[src/rtl/srt_pkg.sv]
package srt_pkg;
  typedef enum logic [2:0] {
    ST_IDLE, ST_CMD, ST_ADDR, ST_DUMMY, ST_DATA, ST_SKIP
  } srt_state_e;

  function automatic logic [7:0] pick_lane(input logic [15:0] w, input logic hi);
    return hi ? w[15:8] : w[7:0];
  endfunction
endpackage

[src/rtl/srt_sync.sv]
module srt_sync #(
  parameter int W = 1,
  parameter int STAGES = 2,
  parameter logic [W-1:0] RST_VAL = '0
) (
  input  logic         clk,
  input  logic         rst,
  input  logic [W-1:0] d,
  output logic [W-1:0] q
);
  logic [W-1:0] pipe [STAGES];

  for (genvar g = 0; g < STAGES; g++) begin : g_stage
    logic [W-1:0] src;
    if (g == 0) begin : g_in
      assign src = d;
    end else begin : g_chain
      assign src = pipe[g-1];
    end
    always_ff @(posedge clk) begin
      if (rst) pipe[g] <= RST_VAL;
      else     pipe[g] <= src;
    end
  end

  assign q = pipe[STAGES-1];
endmodule

[src/rtl/srt_memreq.sv]
module srt_memreq #(
  parameter int ROW_W = 17,
  parameter int COL_W = 7
) (
  input  logic             clk,
  input  logic             rst,
  input  logic             clear,
  input  logic             row_go,
  input  logic [ROW_W-1:0] row_val,
  input  logic             col_go,
  input  logic [COL_W-1:0] col_val,
  output logic             row_req,
  output logic [ROW_W-1:0] row_addr,
  output logic             col_req,
  output logic [COL_W-1:0] col_addr,
  output logic             hold
);
  always_ff @(posedge clk) begin
    if (rst || clear) begin
      row_req <= 1'b0;
      col_req <= 1'b0;
      hold    <= 1'b0;
    end else begin
      row_req <= row_go;
      col_req <= col_go;
      if (row_go)      hold <= 1'b1;
      else if (col_go) hold <= 1'b0;
    end
  end

  always_ff @(posedge clk) begin
    if (rst) begin
      row_addr <= '0;
      col_addr <= '0;
    end else begin
      if (row_go) row_addr <= row_val;
      if (col_go) col_addr <= col_val;
    end
  end
endmodule

[src/rtl/srt_txshift.sv]
module srt_txshift (
  input  logic       clk,
  input  logic       rst,
  input  logic       clear,
  input  logic       fall,
  input  logic       arm,
  input  logic [7:0] byte_in,
  output logic       byte_start,
  output logic       so,
  output logic       so_oe
);
  logic [2:0] fcnt;
  logic [6:0] sh;

  assign byte_start = fall && arm && (fcnt == 3'd0);

  always_ff @(posedge clk) begin
    if (rst || clear) begin
      fcnt  <= '0;
      sh    <= '0;
      so    <= 1'b0;
      so_oe <= 1'b0;
    end else if (fall && arm) begin
      fcnt <= fcnt + 3'd1;
      if (fcnt == 3'd0) begin
        so    <= byte_in[7];
        sh    <= byte_in[6:0];
        so_oe <= 1'b1;
      end else begin
        so <= sh[6];
        sh <= {sh[5:0], 1'b0};
      end
    end
  end
endmodule

[src/rtl/spi_rom_target.sv]
module spi_rom_target
  import srt_pkg::*;
#(
  parameter int ADDR_W = 24,
  parameter int COL_W = 7,
  parameter int SYNC_STAGES = 2,
  parameter int DUMMY_BITS = 8,
  parameter logic [7:0] CMD_READ = 8'h03,
  parameter logic [7:0] CMD_SFDP = 8'h5A,
  localparam int ROW_BITS = ADDR_W - COL_W - 1,
  localparam int ROW_W = ROW_BITS + 1
) (
  input  logic             clk,
  input  logic             rst,
  input  logic             spi_sck,
  input  logic             spi_cs_n,
  input  logic             spi_si,
  output logic             spi_so,
  output logic             spi_so_oe,
  output logic             mem_row_req,
  output logic [ROW_W-1:0] mem_row_addr,
  output logic             mem_col_req,
  output logic [COL_W-1:0] mem_col_addr,
  output logic             mem_hold,
  output logic             mem_refresh_inhibit,
  input  logic             mem_rd_valid,
  input  logic [15:0]      mem_rd_data
);
  localparam int CNT_W = $clog2(ADDR_W + 1);

  logic sck_s, csn_s, si_s, sck_d;
  logic rise, fall, cs_on;

  srt_sync #(.W(3), .STAGES(SYNC_STAGES), .RST_VAL(3'b010)) u_sync (
    .clk(clk), .rst(rst),
    .d({spi_sck, spi_cs_n, spi_si}),
    .q({sck_s, csn_s, si_s})
  );

  always_ff @(posedge clk) begin
    if (rst) sck_d <= 1'b0;
    else     sck_d <= sck_s;
  end

  assign rise  = sck_s && !sck_d;
  assign fall  = !sck_s && sck_d;
  assign cs_on = !csn_s;

  srt_state_e        state;
  logic [CNT_W-1:0]  bcnt;
  logic [6:0]        cmd_sh;
  logic [ADDR_W-2:0] a_sh;
  logic [ADDR_W-1:0] addr_q;
  logic              sfdp_q, lane_ok, pf_row, pf_col, inhibit_q;
  logic [15:0]       word_q;
  logic [7:0]        nxt_byte;
  logic              byte_start;

  logic addr_rise, row_hit, col_hit, last_hit;
  assign addr_rise = cs_on && rise && (state == ST_ADDR);
  assign row_hit   = addr_rise && (bcnt == CNT_W'(ROW_BITS - 1));
  assign col_hit   = addr_rise && (bcnt == CNT_W'(ADDR_W - 2));
  assign last_hit  = addr_rise && (bcnt == CNT_W'(ADDR_W - 1));

  // Request sources: address phase splits row and column; prefetch issues both back to back.
  logic             row_go, col_go;
  logic [ROW_W-1:0] row_val;
  logic [COL_W-1:0] col_val;
  always_comb begin
    row_go  = row_hit;
    col_go  = col_hit;
    row_val = {sfdp_q, a_sh[ROW_BITS-2:0], si_s};
    col_val = {a_sh[COL_W-2:0], si_s};
    if (pf_row) begin
      row_go  = 1'b1;
      row_val = {sfdp_q, addr_q[ADDR_W-1:COL_W+1]};
    end
    if (pf_col) begin
      col_go  = 1'b1;
      col_val = addr_q[COL_W:1];
    end
  end

  always_ff @(posedge clk) begin
    if (rst || !cs_on) begin
      state     <= ST_IDLE;
      bcnt      <= '0;
      cmd_sh    <= '0;
      a_sh      <= '0;
      addr_q    <= '0;
      sfdp_q    <= 1'b0;
      lane_ok   <= 1'b0;
      pf_row    <= 1'b0;
      pf_col    <= 1'b0;
      inhibit_q <= 1'b0;
    end else begin
      pf_row <= byte_start;
      pf_col <= pf_row;
      if (byte_start) begin
        addr_q    <= addr_q + 1'b1;
        inhibit_q <= 1'b0;
      end
      if (row_hit) inhibit_q <= 1'b1;
      if (state == ST_IDLE) state <= ST_CMD;
      if (rise) begin
        unique case (state)
          ST_CMD: begin
            cmd_sh <= {cmd_sh[5:0], si_s};
            bcnt   <= bcnt + 1'b1;
            if (bcnt == CNT_W'(7)) begin
              bcnt <= '0;
              if ({cmd_sh, si_s} == CMD_READ) begin
                state <= ST_ADDR;  sfdp_q <= 1'b0;
              end else if ({cmd_sh, si_s} == CMD_SFDP) begin
                state <= ST_ADDR;  sfdp_q <= 1'b1;
              end else begin
                state <= ST_SKIP;
              end
            end
          end
          ST_ADDR: begin
            a_sh <= {a_sh[ADDR_W-3:0], si_s};
            bcnt <= bcnt + 1'b1;
            if (last_hit) begin
              bcnt    <= '0;
              addr_q  <= {a_sh, si_s};
              lane_ok <= 1'b1;
              state   <= sfdp_q ? ST_DUMMY : ST_DATA;
            end
          end
          ST_DUMMY: begin
            bcnt <= bcnt + 1'b1;
            if (bcnt == CNT_W'(DUMMY_BITS - 1)) state <= ST_DATA;
          end
          default: ;
        endcase
      end
    end
  end

  // Word capture and lane selection; a word arriving with the final bit is used directly.
  logic [15:0] src_word;
  assign src_word = mem_rd_valid ? mem_rd_data : word_q;

  always_ff @(posedge clk) begin
    if (rst) begin
      word_q   <= '0;
      nxt_byte <= '0;
    end else begin
      if (mem_rd_valid) begin
        word_q <= mem_rd_data;
        if (lane_ok) nxt_byte <= pick_lane(mem_rd_data, addr_q[0]);
      end
      if (last_hit) nxt_byte <= pick_lane(src_word, si_s);
    end
  end

  srt_memreq #(.ROW_W(ROW_W), .COL_W(COL_W)) u_memreq (
    .clk(clk), .rst(rst), .clear(!cs_on),
    .row_go(row_go), .row_val(row_val),
    .col_go(col_go), .col_val(col_val),
    .row_req(mem_row_req), .row_addr(mem_row_addr),
    .col_req(mem_col_req), .col_addr(mem_col_addr),
    .hold(mem_hold)
  );

  srt_txshift u_tx (
    .clk(clk), .rst(rst), .clear(!cs_on),
    .fall(fall), .arm(state == ST_DATA),
    .byte_in(nxt_byte), .byte_start(byte_start),
    .so(spi_so), .so_oe(spi_so_oe)
  );

  assign mem_refresh_inhibit = inhibit_q;
endmodule

[config.mk]
export PLATFORM = sky130hd
export DESIGN_NAME = spi_rom_target
export DESIGN_NICKNAME = d
export VERILOG_FILES = /design/src/rtl/srt_pkg.sv /design/src/rtl/srt_sync.sv /design/src/rtl/srt_memreq.sv /design/src/rtl/srt_txshift.sv /design/src/rtl/spi_rom_target.sv
export SDC_FILE = /design/constraint.sdc
export NUM_CORES = 1
export LEC_CHECK = 0
export BUFFER_PORTS_ARGS = -buffer_cell sky130_fd_sc_hd__buf_2
export CAP_MARGIN = 25
export CORE_ASPECT_RATIO = 1.4
export CORE_MARGIN = 2
export CORE_UTILIZATION = 39
export CTS_BUF_LIST = sky130_fd_sc_hd__clkbuf_8
export CTS_CLUSTER_DIAMETER = 60
export DETAILED_ROUTE_END_ITERATION = 16
export GPL_ROUTABILITY_DRIVEN = 0
export GPL_TIMING_DRIVEN = 0
export PLACE_DENSITY = 0.57
export RECOVER_POWER = 50
export SLEW_MARGIN = 40
export SYNTH_ARGS = -nofsm -noshare
export SYNTH_HDL_FRONTEND = slang
export SYNTH_HIERARCHICAL = 1
export SYNTH_SLANG_ARGS = --single-unit
[constraint.sdc]
create_clock -name clk -period 4.6 [get_ports clk]
set_clock_uncertainty 0.15 [all_clocks]
set_input_delay 0.23 -clock clk [delete_from_list [all_inputs] [get_ports clk]]
set_output_delay 0.23 -clock clk [all_outputs]
set_load 0.03 [all_outputs]
# [Yosys cells after proc, flatten, opt, wreduce, memory -nomap -nowiden]
# Memories as Yosys holds them, arrays and structs flattened.
# Index checks and enable logic that the tools add are counted.
[word_totals] in_bits=22 output_inout_bits=30 memories=1 ram_bits=6 word_cells=105 ff_bits=131
[memory_table] memory="u_sync.pipe" depth=2 width=3 read_ports=2 rd_clocked_by_memory_dff=0 wr=2 line_no="srt_sync.sv:11" source="logic [W-1:0] pipe [STAGES];"
[classes] n_bitwise=2 muxes=39 n_eq_ne=10 add_sub_neg=3 reduce_logical=28
[ops] cell="$mux W24" count=4
[ops] cell="$mux W8" count=5
[ops] cell="$mux W16" count=2
[ops] cell="$mux W3" count=10
[ops] cell="$add A24 B1 Y24 const B" count=1
[ops] cell="$pmux W5 S3" count=1
[ops] cell="$mux W7" count=2
[ops] cell="$mux W1" count=12
[ops] cell="$eq A5 B5 Y1 const B" count=2
[ops] cell="$mux W5" count=2
[ops] cell="$reduce_and A2 Y1" count=5
[ops] cell="$reduce_bool A2 Y1" count=5
[ops] cell="$logic_and A1 B1 Y1" count=9
[ops] cell="$pmux W3 S3" count=1
[ops] cell="$eq A8 B2 Y1 const B" count=1
[ops] cell="$eq A8 B7 Y1 const B" count=1
[ops] cell="$eq A3 B2 Y1 const B" count=2
[ops] cell="$logic_not A3 Y1" count=2
[ops] cell="$add A5 B1 Y5 const B" count=1
[ops] cell="$eq A5 B3 Y1 const B" count=1
[ops] cell="$eq A5 B4 Y1 const B" count=1
[ops] cell="$reduce_and A4 Y1" count=1
[ops] cell="$add A3 B1 Y3 const B" count=1
[ops] cell="$eq A3 B1 Y1 const B" count=1
[ops] cell="6 further kinds" count=9

# [Depth between registers and ports, before layout]
[depth] word_depth=8 ltp_mapped=9

# [By module]
# Netlist, hierarchy kept.
[modules_own_cells] mod="spi_rom_target" area_per_inst_um2=4491.8 cells_per_inst=527 n_inst=1
[modules_own_cells] mod="srt_memreq" area_per_inst_um2=955.9 cells_per_inst=86 n_inst=1
[modules_own_cells] mod="srt_txshift" area_per_inst_um2=603.1 cells_per_inst=58 n_inst=1
[modules_own_cells] mod="srt_sync" area_per_inst_um2=157.7 cells_per_inst=12 n_inst=1

# [Worst setup path before layout]
# No wires, ideal clock.
[synth_timing] path_type="register to register" from="register state[1]" to="register addr_q[23]" path_slack_ps=1855 required_ps=4376 stages_incl_launch_ff=9 setup_time_ps=74 t_arrival_ps=2521 n_path_buf=2 cell_sequence="dfxtp_1 -> clkbuf_1 -> nor3_1 -> and4b_1 -> buf_2 -> nand4_1 -> or4_1 -> or4_1 -> a31oi_1"
[synth_between] elab_chain_cells=7
[synth_rtl] item="start: declaration" line_no="spi_rom_target.sv:49" source="srt_state_e state;"
[synth_rtl] item="start signal: assignment" line_no="spi_rom_target.sv:128" source="state <= sfdp_q ? ST_DUMMY : ST_DATA;"
[synth_rtl] item="$eq A3 B3 Y1 *" line_no="spi_rom_target.sv:169" source=".fall(fall), .arm(state == ST_DATA),"
[synth_rtl] item="$logic_and A1 B1 Y1 * (2 in a row)" line_no="srt_txshift.sv:15" source="assign byte_start = fall && arm && (fcnt == 3'd0);"
[synth_rtl] item="via byte_start" line_no="spi_rom_target.sv:57" source="logic byte_start;"
[synth_rtl] item="$mux W24 *" line_no="spi_rom_target.sv:99" source="if (byte_start) begin"
[synth_rtl] item="$mux W24" line_no="spi_rom_target.sv:124" source="if (last_hit) begin"
[synth_rtl] item="$mux W24" line_no="spi_rom_target.sv:106" source="unique case (state)"
[synth_rtl] item="$mux W24 *" line_no="spi_rom_target.sv:105" source="if (rise) begin"
[synth_rtl] item="end signal: assignment" line_no="spi_rom_target.sv:100" source="addr_q <= addr_q + 1'b1;"
[synth_rtl] item="end signal: assignment" line_no="spi_rom_target.sv:126" source="addr_q <= {a_sh, si_s};"
[synth_rtl] item="end: declaration" line_no="spi_rom_target.sv:53" source="logic [ADDR_W-1:0] addr_q;"
# The timed path passes the listed nets; every way through them passes the cells marked *.
# A chain may end at the register's enable or synchronous reset.

# [Worst setup path after layout]
# Ends and elaborated chain as after synthesis.

==> results.sh <==
export IMPL_synthTopCellsByArea="dfxtp_1, mux2i_1, nand2_1"
export IMPL_crit_arrival_ns=3.52
export IMPL_insertion_delay_ns=0.46
export IMPL_rsz0062_at_grt="no"
export IMPL_grt_max_degree=17
export IMPL_synthToLayoutAreaGrowth_pct=16.91
export IMPL_yosysTopAreaCell="dfxtp_1"
export IMPL_timing_fmax_ghz=0.3042
export IMPL_grtUsageTotal_pct=19.01
export IMPL_port_buffers=50
export IMPL_period_minus_slack_ns=3.287
export IMPL_wirelength_um=15750
export IMPL_finalSetupViolations=0
export IMPL_synthFlopType="dfxtp_1"
export IMPL_dr_pass1_iters=5
export IMPL_design_die_area_mm2=0.01696
export IMPL_crit_end="addr_q[23]$_SDFF_PP0_"
export IMPL_rr_endpoint="addr_q[23]$_SDFF_PP0_"
export IMPL_globalRoute_busiestLayer="met2"
export IMPL_place_hpwl_um=11450
export IMPL_wl_per_cell_um=16.02
export IMPL_hold_viol=0
export IMPL_maxCapViolations=0
export IMPL_dieHeight_um=153.3
export IMPL_grt_use_met3_pct=4.441
export IMPL_worst_ep_required_time_ns=4.84
export IMPL_path_common_cell="or4_1"
export IMPL_grt_pass1_vias=5191
export IMPL_critPathTopFamily="simple AND/OR/NAND/NOR gates"
export IMPL_cts_tree="done"
export IMPL_syn_nets=711
export IMPL_crit_chain="clkbuf_1, nor3_1, and4b_1, buf_2, nand4_1, or4_1, or4_1, a31oi_1"
export IMPL_path_buf_inv=2
export IMPL_yosys_register_bits=137
export IMPL_finalNetCount=803
export IMPL_worstPathMaxFanout=10
export IMPL_path_depth=8
export IMPL_cts_resized=0
export IMPL_cts_made_buffers=17
export IMPL_p_leak_uw=0.002406
export IMPL_nFillCells=1506
export IMPL_vdd_drop_max_uv=224.6
export IMPL_drtAntennaViolNets=0
export IMPL_synth_warning_count=6
export IMPL_synth_cells=683
export IMPL_grt_first_pass_wirelength_um=25850
export IMPL_hold_class="input pin to flop"
export IMPL_clkSlewWorstSetupHoldPaths_ns=0.08
export IMPL_synth_top_area_share_pct=44.18
export IMPL_vias=5190
export IMPL_drc=0
export IMPL_htreeDepth=4
export IMPL_critPathSlowestCell="or4_1"
export IMPL_drive_gt1_share_pct=13.21
export IMPL_p_per_area_mw_per_mm2=309.9
export IMPL_avgSynthCellArea_um2=9.090
export IMPL_hold_depth=3
export IMPL_timing_worst_setup_path_type="flop to flop"
export IMPL_use_met1_pct=21.43
export IMPL_synth_most_common_cell="dfxtp_1"
export IMPL_syn_area_mm2=0.006208
export IMPL_max_stage_delay_ns=0.66
export IMPL_viasPerCell=5.280
export IMPL_synth_edf_count=0
export IMPL_io_pins=52
export IMPL_r2r_setup_slack_ns=1.31
export IMPL_status="completed"
export IMPL_async_flop_share_pct=0
export IMPL_start_util_pct=39.78
export IMPL_drt_first_iter_violations=237
export IMPL_antenna_found_initial=0
export IMPL_crit_start="state[1]$_SDFF_PP0_"
export IMPL_clock_sinks=137
export IMPL_cp_end_kind="flop"
export IMPL_synth_distinct_cells=60
export IMPL_reg2reg_depth=8
export IMPL_crit_reg2reg_launch="state[1]$_SDFF_PP0_"
export IMPL_clock_path_buffers=2
export IMPL_tightest_slew_ns=0.7787
export IMPL_relSlewSlack_pct=48.09
export IMPL_cts_setup_buffers=0
export IMPL_slew_violations=0
export IMPL_setup_tns_ns=0
export IMPL_ys_seq_area_share_pct=44.18
export IMPL_use_met2_pct=34.50
export IMPL_timing_final_crit_share_pct=71.46
export IMPL_antenna_cells=0
export IMPL_synth_top_cells_by_count="dfxtp_1, nand2_1, nor2_1, mux2i_1, a21oi_1"
export IMPL_cp_start_kind="flop"
export IMPL_globalRoute_totalOverflow=0
export IMPL_die_x_um=110.6
export IMPL_clock_tree_root_cell="clkbuf_8"
export IMPL_core_rowCount=54
export IMPL_coreArea_mm2=0.01561
export IMPL_holdWs_ns=0.2003
==> placed cells by master (no fill, tap or decap), types with 3 or more instances in the layout <==
cell,instances
nand2_1,76
o21ai_1,18
nor4_1,8
nand4_1,5
or2_2,4
a211oi_1,11
o31ai_1,5
or3_1,3
a21oi_1,49
mux2_2,23
dfxtp_1,137
ha_1,6
inv_1,14
o211ai_1,10
clkbuf_1,62
nor2b_1,7
mux2i_1,62
buf_2,27
or4_1,7
dlygate4sd3_1,23
xor2_1,5
clkinvlp_4,3
and2_1,3
a31oi_1,8
nor3_1,10
nor4b_1,4
o21ai_0,12
nor2_1,71
nand2b_1,14
and4_1,4
xnor2_1,11
nor3b_1,3
nand3_1,15
clkbuf_8,23
==> worst min-delay path by stage <==
stage / from / end / slack [ns]
3_3_place_gp: u_sync/pipe[0][1]$_SDFF_PP1_ / u_sync/pipe[1][1]$_SDFF_PP1_ / 0.24
2_1_floorplan: rst / u_sync/pipe[0][0]$_SDFF_PP0_ / 0.15
4_1_cts: mem_rd_valid / word_q[2]$_SDFF_PP0_ / 0.20
5_1_grt: mem_rd_valid / word_q[7]$_SDFF_PP0_ / 0.23
6_report: mem_rd_valid / word_q[2]$_SDFF_PP0_ / 0.20
3_5_place_dp: u_sync/pipe[0][1]$_SDFF_PP1_ / u_sync/pipe[1][1]$_SDFF_PP1_ / 0.25
==> layout make-up <==
cell class                 count  area (um^2)  share of cell area, %
buffer                        46        237.7                  3.275
clock buffer                  23        316.6                  4.361
clock inverter                 8        70.07                 0.9654
inverter                      13        48.80                 0.6723
multi-input combinational    487         3156                  43.48
sequential                   137         2743                  37.79
tap                          196        245.2                  3.379
timing repair buffer          73        441.7                  6.085
==> cells by family (layout without fill, tap and decap cells) <==
| group | count (synthesis) | in the layout | synth area share [%] |
|---|---|---|---|
| AND/OR/NAND/NOR | 257 | 257 | 21.28 |
| flip-flops | 137 | 137 | 44.18 |
| AO/OA/AOI/OAI | 123 | 123 | 11.89 |
| multiplexers | 85 | 85 | 14.17 |
| buffers and inverters | 59 | 163 | 5.018 |
| XOR/XNOR | 16 | 16 | 2.257 |
| adder cells (fa/ha/maj) | 6 | 6 | 1.209 |
==> state kept, by name, indices dropped and copies added, names as in the netlist, 3 cells and up <==
name	flops
addr_q	24
a_sh	23
u_memreq/row_addr	17
word_q	16
nxt_byte	8
cmd_sh	7
u_memreq/col_addr	7
u_tx/sh	7
u_sync/pipe	6
bcnt	5
state	3
u_tx/fcnt	3
==> worst min-delay path, stage by stage <==
cell and delay, ns:
clkbuf_1 0.26, mux2i_1 0.21, nor2_1 0.08
==> what timing repair did <==
| item | CTS | global route |
|---|---|---|
| hold endpoints to repair | 22 | 0 |
| setup endpoints to repair | 0 | 0 |
| hold buffers | 23 | 0 |
==> layer usage <==
| metal | up-vias | part of all wire, % | routed length [um] |
|---|---|---|---|
| met5 | - | 0 | 0 |
| met2 | 113 | 52 | 8156 |
| met1 | 2466 | 42 | 6693 |
| met4 | 0 | 2.3 | 368 |
| li1 | 2583 | - | - |
| met3 | 28 | 3.4 | 534 |
==> stage by stage <==
| step | setup slack, ns | std cells | total power [uW] | instance area (um^2) | util, % |
|---|---|---|---|---|---|
| 2_1_floorplan | 1.855 | 683 | 1271 | 6208 | - |
| 3_3_place_gp | 1.379 | 929 | 1298 | 6704 | 42.95 |
| 3_5_place_dp | 1.353 | 929 | 1300 | 6710 | 42.99 |
| 4_1_cts | 1.335 | 983 | 2266 | 7327 | 46.95 |
| 5_1_grt | 1.116 | 983 | 2333 | 7258 | 46.50 |
| 6_report | 1.313 | 983 | 2250 | 7258 | 46.50 |
==> power breakdown <==
group | internal, uW | total (uW) | switching [uW]
combinational | 39.3 | 85.2 | 45.9
clock | 505 | 963 | 458
sequential | 1200 | 1200 | 4.89
total | 1740 | 2250 | 509
(Power assumes the default switching activity.)
